[config.mk]
export PLATFORM = sky130hd
export DESIGN_NAME = hotswap_seq
export DESIGN_NICKNAME = d
export VERILOG_FILES = /design/src/rtl/hsw_pkg.sv /design/src/rtl/hsw_sync.sv /design/src/rtl/hsw_timer.sv /design/src/rtl/hsw_fsm.sv /design/src/rtl/hotswap_seq.sv
export SDC_FILE = /design/constraint.sdc
export NUM_CORES = 1
export LEC_CHECK = 0
export BUFFER_PORTS_ARGS = -buffer_cell sky130_fd_sc_hd__buf_2
export CORE_ASPECT_RATIO = 0.9
export CORE_MARGIN = 4
export CORE_UTILIZATION = 45
export CTS_CLUSTER_SIZE = 20
export DETAILED_ROUTE_END_ITERATION = 16
export PLACE_DENSITY_LB_ADDON = 0.1
export SLEW_MARGIN = 20
export SYNTH_ARGS = -nofsm -noshare
export SYNTH_HDL_FRONTEND = slang
export SYNTH_SLANG_ARGS = --single-unit
[constraint.sdc]
create_clock -name clk -period 1.9 [get_ports clk]
set_input_delay 0.475 -clock clk [delete_from_list [all_inputs] [get_ports clk]]
set_output_delay 0.475 -clock clk [all_outputs]
set_load 0.01 [all_outputs]
[src/rtl/hsw_pkg.sv]
package hsw_pkg;
    typedef enum logic [2:0] {
        ST_LOCKOUT = 3'd0,
        ST_RESET   = 3'd1,
        ST_QUALIFY = 3'd2,
        ST_WAIT_ON = 3'd3,
        ST_GATE_ON = 3'd4
    } hsw_state_e;
endpackage

[src/rtl/hsw_sync.sv]
module hsw_sync #(
    parameter int unsigned N = 6
) (
    input  logic         clk,
    input  logic         rst_n,
    input  logic [N-1:0] async_i,
    output logic [N-1:0] sync_o
);
    for (genvar i = 0; i < N; i++) begin : g_bit
        logic meta_q;
        logic stab_q;
        always_ff @(posedge clk or negedge rst_n) begin
            if (!rst_n) begin
                meta_q <= 1'b0;
                stab_q <= 1'b0;
            end else begin
                meta_q <= async_i[i];
                stab_q <= meta_q;
            end
        end
        assign sync_o[i] = stab_q;
    end
endmodule

[src/rtl/hsw_timer.sv]
module hsw_timer #(
    parameter int unsigned CW = 8
) (
    input  logic          clk,
    input  logic          rst_n,
    input  logic          clr_i,
    input  logic          inc_i,
    input  logic [CW-1:0] limit_i,
    output logic          done_o
);
    typedef struct packed {
        logic [CW-1:0] cnt;
    } tmr_t;

    tmr_t tmr_d, tmr_q;

    always_comb begin
        tmr_d = tmr_q;
        if (clr_i) begin
            tmr_d.cnt = '0;
        end else if (inc_i) begin
            tmr_d.cnt = tmr_q.cnt + 1'b1;
        end
    end

    always_ff @(posedge clk or negedge rst_n) begin
        if (!rst_n) begin
            tmr_q <= '0;
        end else begin
            tmr_q <= tmr_d;
        end
    end

    assign done_o = (tmr_q.cnt == limit_i - 1'b1);

    // a restart request leaves the counter at zero
    a_r6_clear_to_zero: assert property (@(posedge clk) disable iff (!rst_n)
        clr_i |=> (tmr_q.cnt == '0));

    // the counter never passes the active interval
    a_r5_below_limit: assert property (@(posedge clk) disable iff (!rst_n)
        tmr_q.cnt < limit_i);
endmodule

[src/rtl/hsw_fsm.sv]
module hsw_fsm
    import hsw_pkg::*;
#(
    parameter int unsigned CW       = 8,
    parameter int unsigned RST_CYC  = 4,
    parameter int unsigned QUAL_CYC = 16
) (
    input  logic          clk,
    input  logic          rst_n,
    input  logic          ext_ok,
    input  logic          int_ok,
    input  logic          uv_ok,
    input  logic          ov_ok,
    input  logic          en_n,
    input  logic          on_req,
    input  logic          tmr_done,
    output logic          tmr_clr,
    output logic          tmr_inc,
    output logic [CW-1:0] tmr_limit,
    output logic          gate_en,
    output logic          regs_clear,
    output logic          on_latched,
    output hsw_state_e    state
);
    localparam logic [CW-1:0] RST_L  = RST_CYC[CW-1:0];
    localparam logic [CW-1:0] QUAL_L = QUAL_CYC[CW-1:0];

    typedef struct packed {
        hsw_state_e st;
        logic       on_lat;
    } fsm_t;

    fsm_t fsm_d, fsm_q;

    logic supplies_ok;
    logic qual_ok;

    assign supplies_ok = ext_ok & int_ok;
    assign qual_ok     = uv_ok & ov_ok & ~en_n;

    always_comb begin
        fsm_d     = fsm_q;
        tmr_clr   = 1'b0;
        tmr_inc   = 1'b0;
        tmr_limit = (fsm_q.st == ST_RESET) ? RST_L : QUAL_L;
        unique case (fsm_q.st)
            ST_LOCKOUT: begin
                tmr_clr = 1'b1;
                if (supplies_ok) fsm_d.st = ST_RESET;
            end
            ST_RESET: begin
                fsm_d.on_lat = 1'b0;
                if (tmr_done) begin
                    fsm_d.st = ST_QUALIFY;
                    tmr_clr  = 1'b1;
                end else begin
                    tmr_inc = 1'b1;
                end
            end
            ST_QUALIFY: begin
                if (!qual_ok) begin
                    tmr_clr = 1'b1;
                end else if (tmr_done) begin
                    fsm_d.on_lat = on_req;
                    fsm_d.st     = on_req ? ST_GATE_ON : ST_WAIT_ON;
                    tmr_clr      = 1'b1;
                end else begin
                    tmr_inc = 1'b1;
                end
            end
            ST_WAIT_ON: begin
                tmr_clr = 1'b1;
                if (!qual_ok)    fsm_d.st = ST_QUALIFY;
                else if (on_req) fsm_d.st = ST_GATE_ON;
            end
            ST_GATE_ON: begin
                tmr_clr = 1'b1;
                if (!qual_ok) fsm_d.st = ST_QUALIFY;
            end
            default: begin
                fsm_d.st = ST_LOCKOUT;
                tmr_clr  = 1'b1;
            end
        endcase
        if (!supplies_ok) begin
            fsm_d.st = ST_LOCKOUT;
            tmr_clr  = 1'b1;
        end
    end

    always_ff @(posedge clk or negedge rst_n) begin
        if (!rst_n) begin
            fsm_q <= '{st: ST_LOCKOUT, on_lat: 1'b0};
        end else begin
            fsm_q <= fsm_d;
        end
    end

    assign state      = fsm_q.st;
    assign gate_en    = (fsm_q.st == ST_GATE_ON);
    assign regs_clear = (fsm_q.st == ST_RESET);
    assign on_latched = fsm_q.on_lat;

    // without both supplies the block does not leave lockout
    a_r1_hold_lockout: assert property (@(posedge clk) disable iff (!rst_n)
        (fsm_q.st == ST_LOCKOUT && !supplies_ok) |=> (fsm_q.st == ST_LOCKOUT));

    // a lost supply removes the gate on the next edge
    a_r10_supply_loss_gate_off: assert property (@(posedge clk) disable iff (!rst_n)
        !supplies_ok |=> !gate_en);

    // the ON bit is at its default after a reset cycle
    a_r3_on_bit_default: assert property (@(posedge clk) disable iff (!rst_n)
        (fsm_q.st == ST_RESET) |=> !fsm_q.on_lat);

    // the gate only opens from qualify or wait-on
    a_r7_gate_origin: assert property (@(posedge clk) disable iff (!rst_n)
        $rose(gate_en) |-> ($past(fsm_q.st) == ST_QUALIFY || $past(fsm_q.st) == ST_WAIT_ON));

    // the captured ON bit stays put outside qualify and reset
    a_r8_on_bit_stable: assert property (@(posedge clk) disable iff (!rst_n)
        (fsm_q.st == ST_WAIT_ON || fsm_q.st == ST_GATE_ON) |=> $stable(fsm_q.on_lat));

    // a dropped condition ends gate-on
    a_r9_cond_loss: assert property (@(posedge clk) disable iff (!rst_n)
        (fsm_q.st == ST_GATE_ON && !qual_ok) |=> !gate_en);
endmodule

[src/rtl/hotswap_seq.sv]
module hotswap_seq
    import hsw_pkg::*;
#(
    parameter int unsigned CLK_HZ  = 125_000_000,
    parameter int unsigned RST_US  = 90,
    parameter int unsigned QUAL_MS = 100
) (
    input  logic       clk,
    input  logic       rst_n,
    input  logic       ext_ok_i,
    input  logic       int_ok_i,
    input  logic       uv_ok_i,
    input  logic       ov_ok_i,
    input  logic       en_n_i,
    input  logic       on_i,
    output logic       gate_en_o,
    output logic       regs_clear_o,
    output logic       on_latched_o,
    output logic [2:0] state_o
);
    localparam logic [63:0]  RST_RAW  = (64'(CLK_HZ) * 64'(RST_US)) / 64'd1_000_000;
    localparam logic [63:0]  QUAL_RAW = (64'(CLK_HZ) * 64'(QUAL_MS)) / 64'd1_000;
    localparam int unsigned  RST_CYC  = (RST_RAW  < 64'd1) ? 1 : int'(RST_RAW);
    localparam int unsigned  QUAL_CYC = (QUAL_RAW < 64'd1) ? 1 : int'(QUAL_RAW);
    localparam int unsigned  MAX_CYC  = (QUAL_CYC > RST_CYC) ? QUAL_CYC : RST_CYC;
    localparam int unsigned  CW       = $clog2(MAX_CYC + 1);
    localparam int unsigned  NSYNC    = 6;

    logic [NSYNC-1:0] raw_vec;
    logic [NSYNC-1:0] syn_vec;
    logic             tmr_clr;
    logic             tmr_inc;
    logic             tmr_done;
    logic [CW-1:0]    tmr_limit;
    hsw_state_e       st;

    assign raw_vec = {on_i, en_n_i, ov_ok_i, uv_ok_i, int_ok_i, ext_ok_i};

    hsw_sync #(.N(NSYNC)) u_sync (
        .clk     (clk),
        .rst_n   (rst_n),
        .async_i (raw_vec),
        .sync_o  (syn_vec)
    );

    hsw_timer #(.CW(CW)) u_timer (
        .clk     (clk),
        .rst_n   (rst_n),
        .clr_i   (tmr_clr),
        .inc_i   (tmr_inc),
        .limit_i (tmr_limit),
        .done_o  (tmr_done)
    );

    hsw_fsm #(
        .CW       (CW),
        .RST_CYC  (RST_CYC),
        .QUAL_CYC (QUAL_CYC)
    ) u_fsm (
        .clk        (clk),
        .rst_n      (rst_n),
        .ext_ok     (syn_vec[0]),
        .int_ok     (syn_vec[1]),
        .uv_ok      (syn_vec[2]),
        .ov_ok      (syn_vec[3]),
        .en_n       (syn_vec[4]),
        .on_req     (syn_vec[5]),
        .tmr_done   (tmr_done),
        .tmr_clr    (tmr_clr),
        .tmr_inc    (tmr_inc),
        .tmr_limit  (tmr_limit),
        .gate_en    (gate_en_o),
        .regs_clear (regs_clear_o),
        .on_latched (on_latched_o),
        .state      (st)
    );

    assign state_o = st;

    // the gate output and the gate-on code agree
    a_r11_gate_matches_state: assert property (@(posedge clk) disable iff (!rst_n)
        gate_en_o == (state_o == 3'd4));
endmodule

## Word level (Yosys, flattened, before mapping)

Cells that the tools add are included.

| word-level totals | value |
|---|---|
| bits of input ports | 8 |
| register bits after elaboration | 40 |
| latch bits | 0 |
| memories | 0 |
| word-level logic and storage cells | 58 |
| ROM bits | 0 |
| output and inout port bits | 6 |
| RAM bits | 0 |

| operators by class | value |
|---|---|
| bitwise operators | 4 |
| shift-type cells | 0 |
| reduce and logical (&&, ||, !) cells | 5 |
| equality and inequality tests | 12 |
| multiplexer cells | 20 |
| multipliers | 0 |
| $add $sub $neg | 2 |
| divide/modulo/power cells | 0 |
| $lt $le $gt $ge | 0 |

Operator list:

| operator | number |
|---|---|
| $mux 24 | 3 |
| $add 24x1->24 const B | 1 |
| $eq 24x24->1 | 1 |
| $sub 24x1->24 const B | 1 |
| $mux 3 | 6 |
| $pmux 3 s5 | 1 |
| $ne 3x3->1 const B | 4 |
| $mux 4 | 2 |
| $eq 3x2->1 const B | 2 |
| $pmux 1 s2 | 3 |
| $mux 1 | 5 |
| $reduce_and 5->1 | 1 |
| $ne 4x4->1 const B | 1 |
| $reduce_bool 2->1 | 2 |
| $and 1x1->1 | 3 |
| $eq 3x1->1 const B | 1 |
| $eq 3x3->1 const B | 1 |
| $logic_not 3->1 | 1 |
| $reduce_and 3->1 | 1 |
| $ne 2x1->1 const B | 1 |
| $ne 2x2->1 const B | 1 |
| $not 1->1 | 1 |

## Logic depth before layout (Yosys ltp)

| logic depth | value |
|---|---|
| word-level depth | 9 |
| gate-level depth with buffers | 7 |
| depth with buffers taken out | 6 |

## Cells and area by module

A second synthesis with hierarchy kept.

| second synthesis, totals | value |
|---|---|
| cell total of the unflattened synthesis | 336 |
| area, all modules | 2911.5 µm² |

Modules (own cells, without submodules):

| module | instances | cells each | area an instance (µm²) | seq. area each (µm²) |
|---|---|---|---|---|
| hsw_timer | 1 | 258 | 2065.7 | 600.6 |
| hsw_fsm | 1 | 60 | 500.5 | 100.1 |
| hsw_sync | 1 | 18 | 345.3 | 300.3 |

## Worst setup path after synthesis

OpenSTA, ideal clock, no wires.

| path | value |
|---|---|
| kind | register to register |
| from | reg u_fsm.fsm_q, in the netlist u_fsm.state[0] |
| to | reg u_fsm.fsm_q, in the netlist u_fsm.state[1] |
| slack | -0.157 ns |
| clock period less this slack | 2.057 ns |
| library setup time | 0.124 ns |
| stages on the path, launching flop included | 7 |
| required time | 1.776 ns |
| data arrival time | 1.933 ns |
| path buffers | 0 |
| path through | dfrtp_1 > nor3b_2 > or4_1 > a21o_1 > nor3b_4 > nor3_1 > o31a_1 |

| on the way | value |
|---|---|
| longest elaborated chain between the ends | 6 |
| elaborated cells between the ends (all ways) | 16 |
| classes of those cells | add/sub: 1; eq/ne: 10; mux: 3; reduce/logical: 2 |

RTL lines:

| item | RTL line | text |
|---|---|---|
| start: declaration | hsw_fsm.sv:33 | `fsm_t fsm_d, fsm_q;` |
| start signal: assignment | hsw_fsm.sv:93 | `fsm_q <= '{st: ST_LOCKOUT, on_lat: 1'b0};` |
| start signal: assignment | hsw_fsm.sv:95 | `fsm_q <= fsm_d;` |
| $eq 3x1->1 (*) | -- |  |
| net regs_clear_o | hotswap_seq.sv:17 | `output logic regs_clear_o,` |
| $mux 24 | hsw_fsm.sv:45 | `tmr_limit = (fsm_q.st == ST_RESET) ? RST_L : QUAL_L;` |
| $sub 24x1->24 | hsw_timer.sv:34 | `assign done_o = (tmr_q.cnt == limit_i - 1'b1);` |
| $eq 24x24->1 | hsw_timer.sv:34 |  |
| $ne 3x3->1 (no line) | -- |  |
| $reduce_and 5->1 (no line) | -- |  |

Mark *: on every way through the listed nets, which the timed path passes. The rest lies on a longest branch.
A chain may end at the register's enable or synchronous reset.

## Final worst setup path

| path | value |
|---|---|
| from | reg u_timer.tmr_q[9] in the netlist's numbering |
| to | reg u_fsm.fsm_q, in the netlist u_fsm.state[1] |

| on the way | value |
|---|---|
| longest elaborated chain between the ends | 3 |
| elaborated cells between the ends (all ways) | 4 |
| classes of those cells | eq/ne: 3; reduce/logical: 1 |

RTL lines:

| item | RTL line | text |
|---|---|---|
| start: declaration | hsw_timer.sv:15 | `tmr_t tmr_d, tmr_q;` |
| start signal: assignment | hsw_timer.sv:30 | `tmr_q <= tmr_d;` |
| $eq 24x24->1 (*) | hsw_timer.sv:34 |  |
| $ne 3x3->1 (no line) | -- |  |
| $reduce_and 5->1 (no line) (*) | -- |  |

Every way passes the cells marked *; elsewhere a longest branch is shown, timed or not.

==> metrics.cfg <==
[global_route]
grt_max_degree = 25
grt-ovfl-total = 0
grt_antenna_before_repair = 0
grt_pass1_vias = 1599
grt.total_usage = 0.182
grt_pass1_wl_um = 7730

[synth]
synth.avg_cell_area_sq_um = 10.0
synth_common_cells = dfrtp_1, nor2_1, xor2_1
ys_warn_count = 0
synth_area_leaders = dfrtp_1, xor2_1, nor2_1
synth_cell_type_count = 38
ys_seq_elements = 40
synth_most_common_cell = dfrtp_1
yosys_most_used_dff = dfrtp_1
mappedNetlistArea_sq_mm = 0.00193
synth_top_area_frac = 0.519
synthArstFlopShare = 1.00
syn_inst = 192
seq_area_frac_synth = 0.519
yosys.area.top_type = dfrtp_1
synth_edf_count = 0
syn_nets = 201

[critical_path]
worst-setup-path-type = flip-flop to flip-flop
path_max_fanout = 3
ff2ff_path_depth = 6
reg2reg_slack_ns = -0.09
worstReg2RegStart = u_timer.tmr_q[9]
crit_chain = nand2b_4 > or4_4 > a21o_1 > nor3b_4 > nor3_2 > o31a_1
end_kind = flip-flop
critPathLaunchType = flip-flop
crit_required_ns = 2.08
reg2reg_to = u_fsm.state[1]
cp_data_arrival_time_ns = 2.16
critPathMaxStageDelay_ns = 0.49
critPathSlowestCell = or4_4

[sta]
fmax_mhz = 503
worstMarginPinSlew_ns = 0.487
fin_ws_ns = -0.0873
fin_tns_setup_ns = -0.178
fin_skew_ns = 0.00733
drv_slew = 0
rsz0062_at_grt = true
finalCriticalPeriod_ns = 1.99
hold_viol = 0
setup_viol = 3
period_share = 1.05
slew-limit-headroom = 0.676

[drt]
wl_met3_um = 193
dr_total_vias = 1536
wl_met1_um = 2040
drt_iter0_drc = 109
wl_per_cell_um = 15.7
top_layer_used = met4
routed_via_density = 5.45
ant_nets = 0
drc = 0
wl_met2_um = 2110
drt-pass1-iter-count = 4
wl_um = 4420

[floorplan]
fp.dieH_um = 70.1
boundaryPins = 14
coreArea_sq_mm = 0.00410
die_w_um = 77
initial_core_util = 0.470
die-area_sq_mm = 0.00540
rows = 22

[power]
powerDensity_mw_per_mm2 = 696
ir_drop_uv = 634
leakage_nw = 1.06
power_mw = 1.71

[final_layout]
diodes = 0
drive_above_1_share = 0.286
fillCellCount = 359
fin_nets = 242
final_area_sq_mm = 0.00245
syn2layout_area_growth_pct = 27.2
regArea_sq_mm = 0.00100
multi_input_area_sq_um = 946

[status]
status = finished, violations left
violations = setup timing

[cts]
cts_buffers = 5
clock_latency_ns = 0.30
cts.clk_slew.worst_paths_ns = 0.08
clk_path_buf_depth = 2
cts_tree = yes
cts_sinks = 40
cts_root_buf = clkbuf_8
htree_num_levels = 2

[placement]
place.gp.congestion = 0.878
port_buffers = 13
place_ws_ns = -0.103
dp_hpwl_um = 3160
dpl_cell_area_sq_mm = 0.00224

[flow_run]
maxCapViolations = 0

[worst_hold_path]
hp-class = primary input to asynchronous set/reset pin

## cells in the final DEF (no fill, tap or decap), types with 3 or more instances in the layout
master	synthesis	layout
nand2_1	12	11
xnor2_1	4	4
and2_1	3	3
dfrtp_1	40	38
clkbuf_8	0	5
buf_4	3	23
nand4_1	12	12
and3_1	4	4
buf_12	0	3
nor3b_4	1	3
nand3_1	13	13
nand2b_1	4	3
xor2_1	18	18
o21ai_0	4	3
nor3_1	5	3
nor2_1	33	33
buf_2	2	13
a21oi_1	5	4
## timing repair
| action | CTS | global route |
|---|---|---|
| hold buffers | 0 | 0 |
| setup endpoints to repair | 18 | 30 |
| buffers inserted | 2 | 2 |
| pin swaps | 3 | 8 |
| resized for setup | 8 | 8 |
## per-stage QoR
stage | hold slack (ns) | cells | util
2_1_floorplan | 0.179 | 192 | -
3_3_place_gp | 0.334 | 270 | 0.547
3_5_place_dp | 0.336 | 270 | 0.547
4_1_cts | 0.137 | 280 | 0.586
5_1_grt | 0.160 | 282 | 0.598
6_report | 0.125 | 282 | 0.598
## where the power goes
group / leakage [nW] / internal (mW) / total, mW / switching, mW
logic: 0.476 / 0.0484 / 0.114 / 0.0661
clock network: 0.0548 / 0.396 / 0.714 / 0.319
registers: 0.526 / 0.867 / 0.878 / 0.0111
## worst max-delay path by stage
stage / start / end / slack (ns)
final: u_timer.tmr_q[9] / u_fsm.state[1] / -0.09
after global routing: u_timer.tmr_q[9] / u_fsm.state[1] / -0.13
after CTS: u_timer.tmr_q[9] / u_fsm.state[1] / -0.03
after detailed placement: u_fsm.state[1] / u_timer.tmr_q[18] / -0.10
after global placement: u_fsm.state[1] / u_timer.tmr_q[20] / -0.03
after floorplan: u_fsm.state[1] / u_fsm.state[1] / -0.02
## routing by layer
metal / global-route usage / up-vias
met5: 0 / -
met4: 0.0711 / 0
met3: 0.0425 / 8
met2: 0.289 / 37
met1: 0.241 / 743
li1: - / 748
## final cells by class
class,count,area share
clock buffer,5,0.0281
clock inverter,3,0.0189
sequential,40,0.409
multi-input combinational,143,0.386
inverter,2,0.00306
tap,48,0.0245
timing repair buffer,41,0.131
## sequential cells by signal (all words and copies together) (netlist names)
| signal | flops |
|---|---|
| u_timer.tmr_q | 24 |
| u_fsm.on_latched | 1 |
| u_fsm.state | 3 |
| u_sync.g_bit.stab_q | 6 |
| u_sync.g_bit.meta_q | 6 |
## cell families after synthesis
kind of cell | after synthesis | share of synthesized area
AND/OR/NAND/NOR | 102 | 0.284
flip-flops | 40 | 0.519
XOR/XNOR | 22 | 0.0999
AO/OA/AOI/OAI | 17 | 0.0603
buffers and inverters | 9 | 0.0247
multiplexers | 1 | 0.00519
adder cells (fa/ha/maj) | 1 | 0.00649
## worst max-delay path, delay by kind of cell (launching register included)
family | cells | cell delay [ns]
and+or+nand+nor | 4 | 1.00
AOI/OAI and AO/OA | 2 | 0.48
DFF | 1 | 0.39
Note: power is estimated with default switching activity, not from simulation.
